==> src/rtl/pcTracePkg.sv <==
package pcTracePkg;

  typedef enum logic [1:0] {
    INFO_EMPTY = 2'b00,
    INFO_ONE   = 2'b01,
    INFO_TWO   = 2'b10,
    INFO_FULL  = 2'b11
  } rowInfoE;

  typedef struct packed {
    logic wrOne;        // write the pending offset alone
    logic wrTwo;        // write the pending offset plus the incoming one
    logic wrFullNow;    // write the incoming PC as a full row
    logic wrDeferred;   // write the held-back full PC
    logic loadPend;     // hold the incoming offset as pending
    logic loadDeferred; // hold the incoming PC for a full row next edge
    logic saveRegion;   // incoming PC becomes the reference region
    logic clearCount;   // a new trace starts: clear the counter and the flag
  } ctrlStrobeS;

endpackage

==> src/rtl/pcTraceCtrl.sv <==
module pcTraceCtrl
  import pcTracePkg::*;
(
  input  logic       clk,
  input  logic       rstN,
  input  logic       armIn,
  input  logic       opValid,
  input  logic       regionMatch,
  output ctrlStrobeS strobe
);

  logic armQ;
  logic firstFlag, firstNext;
  logic pendValid, pendNext;
  logic defValid, defNext;
  logic accept, needFull;

  assign accept   = armIn & opValid;
  assign needFull = accept & (firstFlag | ~regionMatch);

  always_comb begin
    strobe     = '0;
    firstNext  = firstFlag;
    pendNext   = pendValid;
    defNext    = defValid;
    strobe.clearCount = armIn & ~armQ;

    if (!armIn) begin
      firstNext = 1'b1;
      if (defValid) begin
        strobe.wrDeferred = 1'b1;
        defNext = 1'b0;
      end else if (pendValid) begin
        strobe.wrOne = 1'b1;
        pendNext = 1'b0;
      end
    end else begin
      if (accept) firstNext = 1'b0;
      if (defValid) begin
        // the write port belongs to the held-back PC on this edge
        strobe.wrDeferred = 1'b1;
        defNext = 1'b0;
        if (needFull) begin
          strobe.loadDeferred = 1'b1;
          strobe.saveRegion   = 1'b1;
          defNext = 1'b1;
        end else if (accept) begin
          strobe.loadPend = 1'b1;
          pendNext = 1'b1;
        end
      end else if (needFull) begin
        strobe.saveRegion = 1'b1;
        if (pendValid) begin
          strobe.wrOne        = 1'b1;
          strobe.loadDeferred = 1'b1;
          pendNext = 1'b0;
          defNext  = 1'b1;
        end else begin
          strobe.wrFullNow = 1'b1;
        end
      end else if (accept) begin
        if (pendValid) begin
          strobe.wrTwo = 1'b1;
          pendNext = 1'b0;
        end else begin
          strobe.loadPend = 1'b1;
          pendNext = 1'b1;
        end
      end
    end
  end

  always_ff @(posedge clk) begin
    if (!rstN) begin
      armQ      <= 1'b0;
      firstFlag <= 1'b1;
      pendValid <= 1'b0;
      defValid  <= 1'b0;
    end else begin
      armQ      <= armIn;
      firstFlag <= firstNext;
      pendValid <= pendNext;
      defValid  <= defNext;
    end
  end

endmodule

==> src/rtl/pcTraceDatapath.sv <==
module pcTraceDatapath
  import pcTracePkg::*;
#(
  parameter int PC_W  = 18,
  parameter int OFF_W = 6,
  localparam int ROW_W = PC_W + 2,
  localparam int REG_W = PC_W - OFF_W
) (
  input  logic             clk,
  input  logic             rstN,
  input  logic [PC_W-1:0]  opPc,
  input  ctrlStrobeS       strobe,
  output logic             regionMatch,
  output logic             anyWrite,
  output logic             rowWrEn,
  output logic [ROW_W-1:0] rowWrData
);

  localparam int PAD_ONE = PC_W - OFF_W;
  localparam int PAD_TWO = PC_W - 2 * OFF_W;

  logic [REG_W-1:0] lastRegion;
  logic [OFF_W-1:0] pendOff;
  logic [PC_W-1:0]  defPc;
  logic [ROW_W-1:0] rowNext;
  logic [OFF_W-1:0] inOff;

  assign inOff       = opPc[OFF_W-1:0];
  assign regionMatch = (opPc[PC_W-1:OFF_W] == lastRegion);
  assign anyWrite    = strobe.wrOne | strobe.wrTwo | strobe.wrFullNow | strobe.wrDeferred;

  always_comb begin
    rowNext = '0;
    unique case (1'b1)
      strobe.wrOne:      rowNext = {INFO_ONE, {PAD_ONE{1'b0}}, pendOff};
      strobe.wrTwo:      rowNext = {INFO_TWO, {PAD_TWO{1'b0}}, inOff, pendOff};
      strobe.wrFullNow:  rowNext = {INFO_FULL, opPc};
      strobe.wrDeferred: rowNext = {INFO_FULL, defPc};
      default:           rowNext = '0;
    endcase
  end

  always_ff @(posedge clk) begin
    if (!rstN) begin
      lastRegion <= '0;
      pendOff    <= '0;
      defPc      <= '0;
      rowWrEn    <= 1'b0;
      rowWrData  <= '0;
    end else begin
      if (strobe.saveRegion)   lastRegion <= opPc[PC_W-1:OFF_W];
      if (strobe.loadPend)     pendOff    <= inOff;
      if (strobe.loadDeferred) defPc      <= opPc;
      rowWrEn   <= anyWrite;
      rowWrData <= anyWrite ? rowNext : '0;
    end
  end

endmodule

==> src/rtl/pcTraceRowCounter.sv <==
module pcTraceRowCounter #(
  parameter int DEPTH = 64,
  localparam int ADDR_W = $clog2(DEPTH)
) (
  input  logic              clk,
  input  logic              rstN,
  input  logic              anyWrite,
  input  logic              clearCount,
  output logic [ADDR_W-1:0] rowWrAddr,
  output logic [ADDR_W-1:0] rowCount,
  output logic              overflowFlag
);

  localparam logic [ADDR_W-1:0] LAST = ADDR_W'(DEPTH - 1);

  logic [ADDR_W-1:0] base;
  logic              flagBase;

  assign base     = clearCount ? '0 : rowCount;
  assign flagBase = clearCount ? 1'b0 : overflowFlag;

  always_ff @(posedge clk) begin
    if (!rstN) begin
      rowWrAddr    <= '0;
      rowCount     <= '0;
      overflowFlag <= 1'b0;
    end else begin
      rowCount     <= base;
      overflowFlag <= flagBase;
      if (anyWrite) begin
        rowWrAddr <= base;
        rowCount  <= (base == LAST) ? '0 : base + 1'b1;
        if (base == LAST) overflowFlag <= 1'b1;
      end
    end
  end

endmodule

==> src/rtl/pcTraceCompressor.sv <==
module pcTraceCompressor
  import pcTracePkg::*;
#(
  parameter int PC_W  = 18,
  parameter int OFF_W = 6,
  parameter int DEPTH = 64,
  localparam int ADDR_W = $clog2(DEPTH)
) (
  input  logic              clk,
  input  logic              rstN,
  input  logic              armIn,
  input  logic              opValid,
  input  logic [PC_W-1:0]   opPc,
  output logic              rowWrEn,
  output logic [ADDR_W-1:0] rowWrAddr,
  output logic [PC_W+1:0]   rowWrData,
  output logic [ADDR_W-1:0] rowCount,
  output logic              overflowFlag
);

  ctrlStrobeS strobe;
  logic       regionMatch;
  logic       anyWrite;

  pcTraceCtrl uCtrl (
    .clk        (clk),
    .rstN       (rstN),
    .armIn      (armIn),
    .opValid    (opValid),
    .regionMatch(regionMatch),
    .strobe     (strobe)
  );

  pcTraceDatapath #(.PC_W(PC_W), .OFF_W(OFF_W)) uData (
    .clk        (clk),
    .rstN       (rstN),
    .opPc       (opPc),
    .strobe     (strobe),
    .regionMatch(regionMatch),
    .anyWrite   (anyWrite),
    .rowWrEn    (rowWrEn),
    .rowWrData  (rowWrData)
  );

  pcTraceRowCounter #(.DEPTH(DEPTH)) uCount (
    .clk         (clk),
    .rstN        (rstN),
    .anyWrite    (anyWrite),
    .clearCount  (strobe.clearCount),
    .rowWrAddr   (rowWrAddr),
    .rowCount    (rowCount),
    .overflowFlag(overflowFlag)
  );

endmodule

==> config.mk <==
export PLATFORM = sky130hd
export DESIGN_NAME = pcTraceCompressor
export DESIGN_NICKNAME = d
export VERILOG_FILES = /design/src/rtl/pcTracePkg.sv /design/src/rtl/pcTraceCtrl.sv /design/src/rtl/pcTraceDatapath.sv /design/src/rtl/pcTraceRowCounter.sv /design/src/rtl/pcTraceCompressor.sv
export SDC_FILE = /design/constraint.sdc
export NUM_CORES = 1
export LEC_CHECK = 0
export CORE_ASPECT_RATIO = 0.8
export CORE_UTILIZATION = 30
export CTS_BUF_LIST = sky130_fd_sc_hd__clkbuf_8
export DETAILED_ROUTE_END_ITERATION = 12
export PLACE_DENSITY = 0.48
export RECOVER_POWER = 50
export SYNTH_ARGS = -nofsm -noshare
export SYNTH_HDL_FRONTEND = slang
export SYNTH_SLANG_ARGS = --single-unit
export TNS_END_PERCENT = 1
==> constraint.sdc <==
create_clock -name clk -period 3.1 [get_ports clk]
set_input_delay 0.62 -clock clk [delete_from_list [all_inputs] [get_ports clk]]
set_output_delay 0.62 -clock clk [all_outputs]
set_load 0.05 [all_outputs]
==> flow_summary.json, run 1 <==
{
  "critPathCaptureType": "flop",
  "antenna_found_initial": 0,
  "firstDrtPassIters": 5,
  "synth-seq-area-share_pct": 47.9,
  "cts_setup_buffers": 0,
  "num_rows": 32,
  "synthAdderAreaFrac_pct": 0.405,
  "grt_max_degree": 80,
  "overflow": 0,
  "reg2regPathDepth": 7,
  "final_nets": 439,
  "arrival_ns": 2.92,
  "grt_pass1_vias": 2536,
  "dr_wl_met3_um": 371,
  "stdcell_area_um2": 3990,
  "synth_xor_area_share_pct": 2.27,
  "drc_errors": 0,
  "rsz0062_at_grt": "no",
  "required_ns": 3.38,
  "die_w_um": 116,
  "grt_pass1_wl_um": 13500,
  "maxSlewHeadroom_pct": 48.5,
  "synth_cell_types": 44,
  "n_antenna_cell": 0,
  "synth_top_area_cell": "dfxtp_1",
  "via_per_inst": 4.86,
  "cts_root_buf": "clkbuf_8",
  "drv_cap": 0,
  "synth_top_family_by_area": "simple AND/OR/NAND/NOR gates",
  "timing.fmax_mhz": 378,
  "synth_compound_area_share_pct": 17.0,
  "n_fill_cell": 1010,
  "area_growth_pct": 29.0,
  "grtUsageTotal_pct": 16.6,
  "num_vias": 2706,
  "crit_type": "in2reg",
  "numPortBuffers": 55,
  "clock_path_buffers": 2,
  "cts_tree": "done",
  "synth_flop_cell": "dfxtp_1",
  "ys_async_sr_fraction_pct": 0,
  "gp_congestion": 0.749,
  "reg2reg_to": "uCount.rowWrAddr[0]",
  "seqCellArea_um2": 1480,
  "ys_seq_elements": 74,
  "setup_viol": 0,
  "routed.top_layer": "met4",
  "final_util_pct": 40.7,
  "hold_viol": 0,
  "crit_start": "opPc[6]",
  "endpoint": "uCount.rowWrAddr[0]",
  "dpl_cell_area_um2": 3810,
  "synth_edf_count": 0,
  "startpoint_type": "input port",
  "die_area_um2": 10700,
  "htreeDepth": 3,
  "min_path_type": "reg2reg",
  "p_leak_nw": 1.47,
  "cts_made_buffers": 9,
  "layout_min_cycle_time_ns": 2.64,
  "place_hpwl_um": 5360,
  "post-route-period-util_pct": 85.3,
  "die_y_um": 92.8,
  "tightest_slew_ns": 0.773,
  "clk_pin_slew_ns": 0.08,
  "syn-cell-area_um2": 3090,
  "vdd.ir_drop.worst_mv": 0.251,
  "setup_slack_ns": 0.455,
  "synth_top_cells_by_area": "dfxtp_1 48%, nand3_1 9.1%, o21ai_0 6.3%, nand2_1 5.7%, mux2i_1 2.9%",
  "initial_utilization_pct": 31.5,
  "syn_avg_cell_area_um2": 8.50,
  "cts.sinks": 74,
  "drt-met1-wl_um": 4150,
  "core_um2": 9810,
  "yosys.area_share.simple_pct": 23.5,
  "path_max_fanout": 8,
  "muxShareOfSynthArea_pct": 2.91,
  "drv_slew": 0,
  "wl_um": 8080,
  "route.met2.wl_um": 3470,
  "hold_buffers": 0,
  "wire_per_inst_um": 14.5,
  "ioPinCount": 56,
  "stdcell_count": 557,
  "place_ws_ns": 0.174,
  "ys_warn_count": 0,
  "ant_nets": 0,
  "synth.net_count": 387,
  "initialDrtViolationCount": 154,
  "rrSetupSlack_ns": 0.89,
  "powerDensity_nw_per_um2": 477,
  "final.setup_skew_ns": 0.00589,
  "synthMostInstantiatedCell": "dfxtp_1",
  "p_total_mw": 1.91,
  "fin_setup_tns_ns": 0,
  "fin_hold_ws_ns": 0.461,
  "r2r-start": "uData.lastRegion[11]",
  "status": "finished clean",
  "multiInputGateArea_um2": 1400,
  "synth_top_area_share_pct": 47.9,
  "clk_latency_ns": 0.35,
  "synth_cells": 364,
  "dp_cells": 541,
  "drive_above_1_share_pct": 9.26,
  "synth_common_cells": "74 x dfxtp_1, 56 x nand3_1, 47 x nand2_1, 39 x o21ai_0",
  "cts_resized": 0
}
[power by group]
part           internal (mW)  switching (mW)  total, mW
clock network          0.393           0.373      0.766
logic                 0.0675           0.100      0.168
registers              0.964         0.00788      0.972
total                   1.42           0.481       1.91
[registers in the layout (all words and copies together) (netlist names)]
signal,flops
uCount.overflowFlag,1
uCount.rowCount,6
uCount.rowWrAddr,6
uCtrl.armQ,1
uCtrl.defValid,1
uCtrl.firstFlag,1
uCtrl.pendValid,1
uData.defPc,18
uData.lastRegion,12
uData.pendOff,6
uData.rowWrData,20
uData.rowWrEn,1
[routing by layer]
metal  GRT usage (%)  up-vias
li1                -     1384
met4            4.87        0
met5               0        -
met2            24.5       50
met1            23.1     1264
met3            4.97        8
[how the worst min path moves through the flow]
| stage | startpoint | to | slack [ns] | cells past startpoint |
|---|---|---|---|---|
| 2_1_floorplan | uData.defPc[12] | uData.defPc[12] | 0.44 | 2 |
| 3_3_place_gp | uData.defPc[8] | uData.defPc[8] | 0.45 | 2 |
| 3_5_place_dp | uData.defPc[14] | uData.defPc[14] | 0.45 | 2 |
| 4_1_cts | uData.defPc[14] | uData.defPc[14] | 0.46 | 2 |
| 5_1_grt | uData.defPc[15] | uData.defPc[15] | 0.48 | 2 |
| 6_report | uData.defPc[8] | uData.defPc[8] | 0.46 | 2 |
[layout make-up]
class,instances,share of cell area [%]
sequential,74,37.1
timing repair buffer,71,17.6
tap,136,4.26
inverter,8,0.752
clock inverter,6,1.66
clock buffer,10,3.45
multi-input combinational,252,35.1
[cell usage in the layout, fill, tap and decap left out, drive strengths merged, types with 10 or more instances in the layout]
| cell type | count |
|---|---|
| nor2 | 18 |
| nand2 | 47 |
| dfxtp | 74 |
| a21oi | 11 |
| nand3 | 56 |
| clkdlybuf4s50 | 19 |
| o21ai | 39 |
| buf | 17 |
| dlygate4sd3 | 35 |
| clkbuf | 10 |
[kinds of logic after synthesis]
kind of cell | count (synthesis)
AO/OA/AOI/OAI | 81
XOR/XNOR | 8
adder cells (fa/ha/maj) | 1
buffers and inverters | 38
flip-flops | 74
multiplexers | 9
AND/OR/NAND/NOR | 153
[worst max-delay path: stages]
cell,delay [ns]
clkdlybuf4s50_1,0.46
xor2_1,0.18
a2111o_1,0.39
a2111oi_2,0.49
a31o_1,0.41
buf_4,0.20
nand3_1,0.07
o21ai_0,0.11
Power figures use the tool's default switching activity.
==> run 2, diff against run 1 <==
- REMOVE_ABC_BUFFERS: default -> 1
- SETUP_SLACK_MARGIN: default -> 0.1
- SKIP_LAST_GASP: default -> 1
==> flow_summary.json, run 2 (synthesis gave the netlist of run 1 again) <==
{
  "crit_cells": 8,
  "clk_latency_ns": 0.36,
  "fin_setup_tns_ns": 0,
  "rrSetupSlack_ns": 0.83,
  "num_vias": 2691,
  "path_max_fanout": 12,
  "reg2regPathDepth": 7,
  "timing.fmax_mhz": 372,
  "ant_nets": 0,
  "p_total_mw": 1.88,
  "dp_cells": 544,
  "area_growth_pct": 29.8,
  "seqCellArea_um2": 1480,
  "largest_reg_flops": 20,
  "internal_power_mw": 1.43,
  "n_fill_cell": 1038,
  "crit_start": "opPc[6]",
  "drc_errors": 0,
  "wire_per_inst_um": 14.1,
  "path_buf_inv": 2,
  "antenna_found_initial": 0,
  "status": "finished clean",
  "overflow": 0,
  "clk_pin_slew_ns": 0.08,
  "critPathCaptureType": "flop",
  "cts_setup_buffers": 0,
  "cts_root_buf": "clkbuf_8",
  "seq_power_share_pct": 51.6,
  "multiInputGateArea_um2": 1430,
  "gp_congestion": 0.719,
  "top_regs": "uData.rowWrData x20, uData.defPc x18, uData.lastRegion x12",
  "p_clk_share_pct": 39.5,
  "max_stage_delay_ns": 0.47,
  "required_ns": 3.34,
  "initialDrtViolationCount": 152,
  "tightest_slew_ns": 0.546,
  "die_area_um2": 10700,
  "p_comb_share_pct": 8.8,
  "most-common-layout-cells": "74 x dfxtp_1, 56 x nand3_1, 47 x nand2_1, 39 x o21ai_0, 35 x dlygate4sd3_1",
  "startpoint_type": "input port",
  "post-route-period-util_pct": 86.6,
  "die_y_um": 92.8,
  "drv_cap": 0,
  "p_sw_mw": 0.455,
  "stdcell_count": 560,
  "grt_max_degree": 53,
  "firstDrtPassIters": 4,
  "n_antenna_cell": 0,
  "switching_share_pct": 24.1,
  "final.setup_skew_ns": 0.00774,
  "htreeDepth": 3,
  "drv_slew": 0,
  "endpoint": "uData.rowWrData[9]",
  "final_nets": 442,
  "layout_min_cycle_time_ns": 2.69,
  "cp_top_family": "compound AO/OA/AOI/OAI gates",
  "die_w_um": 116,
  "drive_above_1_share_pct": 9.91,
  "core_um2": 9810,
  "cts.sinks": 74,
  "maxSlewHeadroom_pct": 63.6,
  "top_register": "uData.rowWrData",
  "vdd.ir_drop.worst_mv": 0.244,
  "numPortBuffers": 55,
  "grtUsageTotal_pct": 16.0,
  "slowest_stage": "a2111oi_4",
  "wl_um": 7870,
  "via_per_inst": 4.81,
  "p_leak_nw": 1.49,
  "setup_viol": 0,
  "rsz0062_at_grt": "no",
  "cts_tree": "done",
  "reg2reg_to": "uData.rowWrData[9]",
  "r2r-start": "uData.lastRegion[0]",
  "place_hpwl_um": 5340,
  "grt_pass1_vias": 2530,
  "cts_resized": 0,
  "min_path_type": "reg2reg",
  "initial_utilization_pct": 31.5,
  "cts_made_buffers": 9,
  "num_rows": 32,
  "final_util_pct": 40.9,
  "clock_path_buffers": 2,
  "arrival_ns": 2.92,
  "hold_viol": 0,
  "grt_pass1_wl_um": 12900,
  "hold_buffers": 0,
  "final_common_cell": "dfxtp_1",
  "powerDensity_nw_per_um2": 469,
  "ioPinCount": 56,
  "cp_cell_sequence": "clkdlybuf4s50_1 > xor2_1 > a2111o_1 > a2111oi_4 > a21oi_1 > clkbuf_1 > nand3_1 > a31oi_1",
  "crit_type": "in2reg"
}
[run 2: area by class of cell]
type | instances | share of cell area (%)
well taps | 136 | 4.24
repair buffers | 74 | 17.5
multi-input cells | 252 | 35.6
inverters | 8 | 0.748
flip-flops and latches | 74 | 36.9
clock buffers | 14 | 4.80
clock inverters | 2 | 0.218
[run 2: how the worst min path moves through the flow]
stage / from / cells past startpoint / endpoint / slack [ns]
6_report: uData.defPc[12] / 2 / uData.defPc[12] / 0.46
5_1_grt: uData.defPc[11] / 2 / uData.defPc[11] / 0.48
4_1_cts: uData.defPc[14] / 2 / uData.defPc[14] / 0.46
3_5_place_dp: uData.defPc[14] / 2 / uData.defPc[14] / 0.45
3_3_place_gp: uData.defPc[16] / 2 / uData.defPc[16] / 0.44
2_1_floorplan: uData.defPc[12] / 2 / uData.defPc[12] / 0.44
[run 2: power by group through the flow]
stage,combinational [mW],sequential [mW],clock [mW]
6_report,0.167,0.972,0.744
5_1_grt,0.182,0.974,0.810
4_1_cts,0.172,0.972,0.764
3_5_place_dp,0.171,0.995,0
3_3_place_gp,0.171,0.994,0
2_1_floorplan,0.0554,1.01,0
[run 2: worst reg2reg max path: stages (launching register included)]
cell       delay [ns]
dfxtp_1          0.33
xor2_1           0.14
a2111o_1         0.44
a2111oi_4        0.47
a21oi_1          0.21
clkbuf_1         0.31
nand3_1          0.17
a31oi_1          0.10
[run 2: per-stage QoR]
stage          area, um^2  setup WS, ns  hold WS (ns)
4_1_cts              4030         0.454         0.462
6_report             4020         0.415         0.461
2_1_floorplan        2940         0.607         0.436
3_5_place_dp         3830        0.0848         0.452
3_3_place_gp         3830        0.0921         0.445
5_1_grt              4020         0.247         0.480
[run 2: metal layers]
metal	share of wire, %	GRT usage, %	wire [um]
met1	52	22.0	4060
met2	42	23.1	3330
met3	5.5	5.24	434
met4	0.67	5.41	53
met5	0	0	0
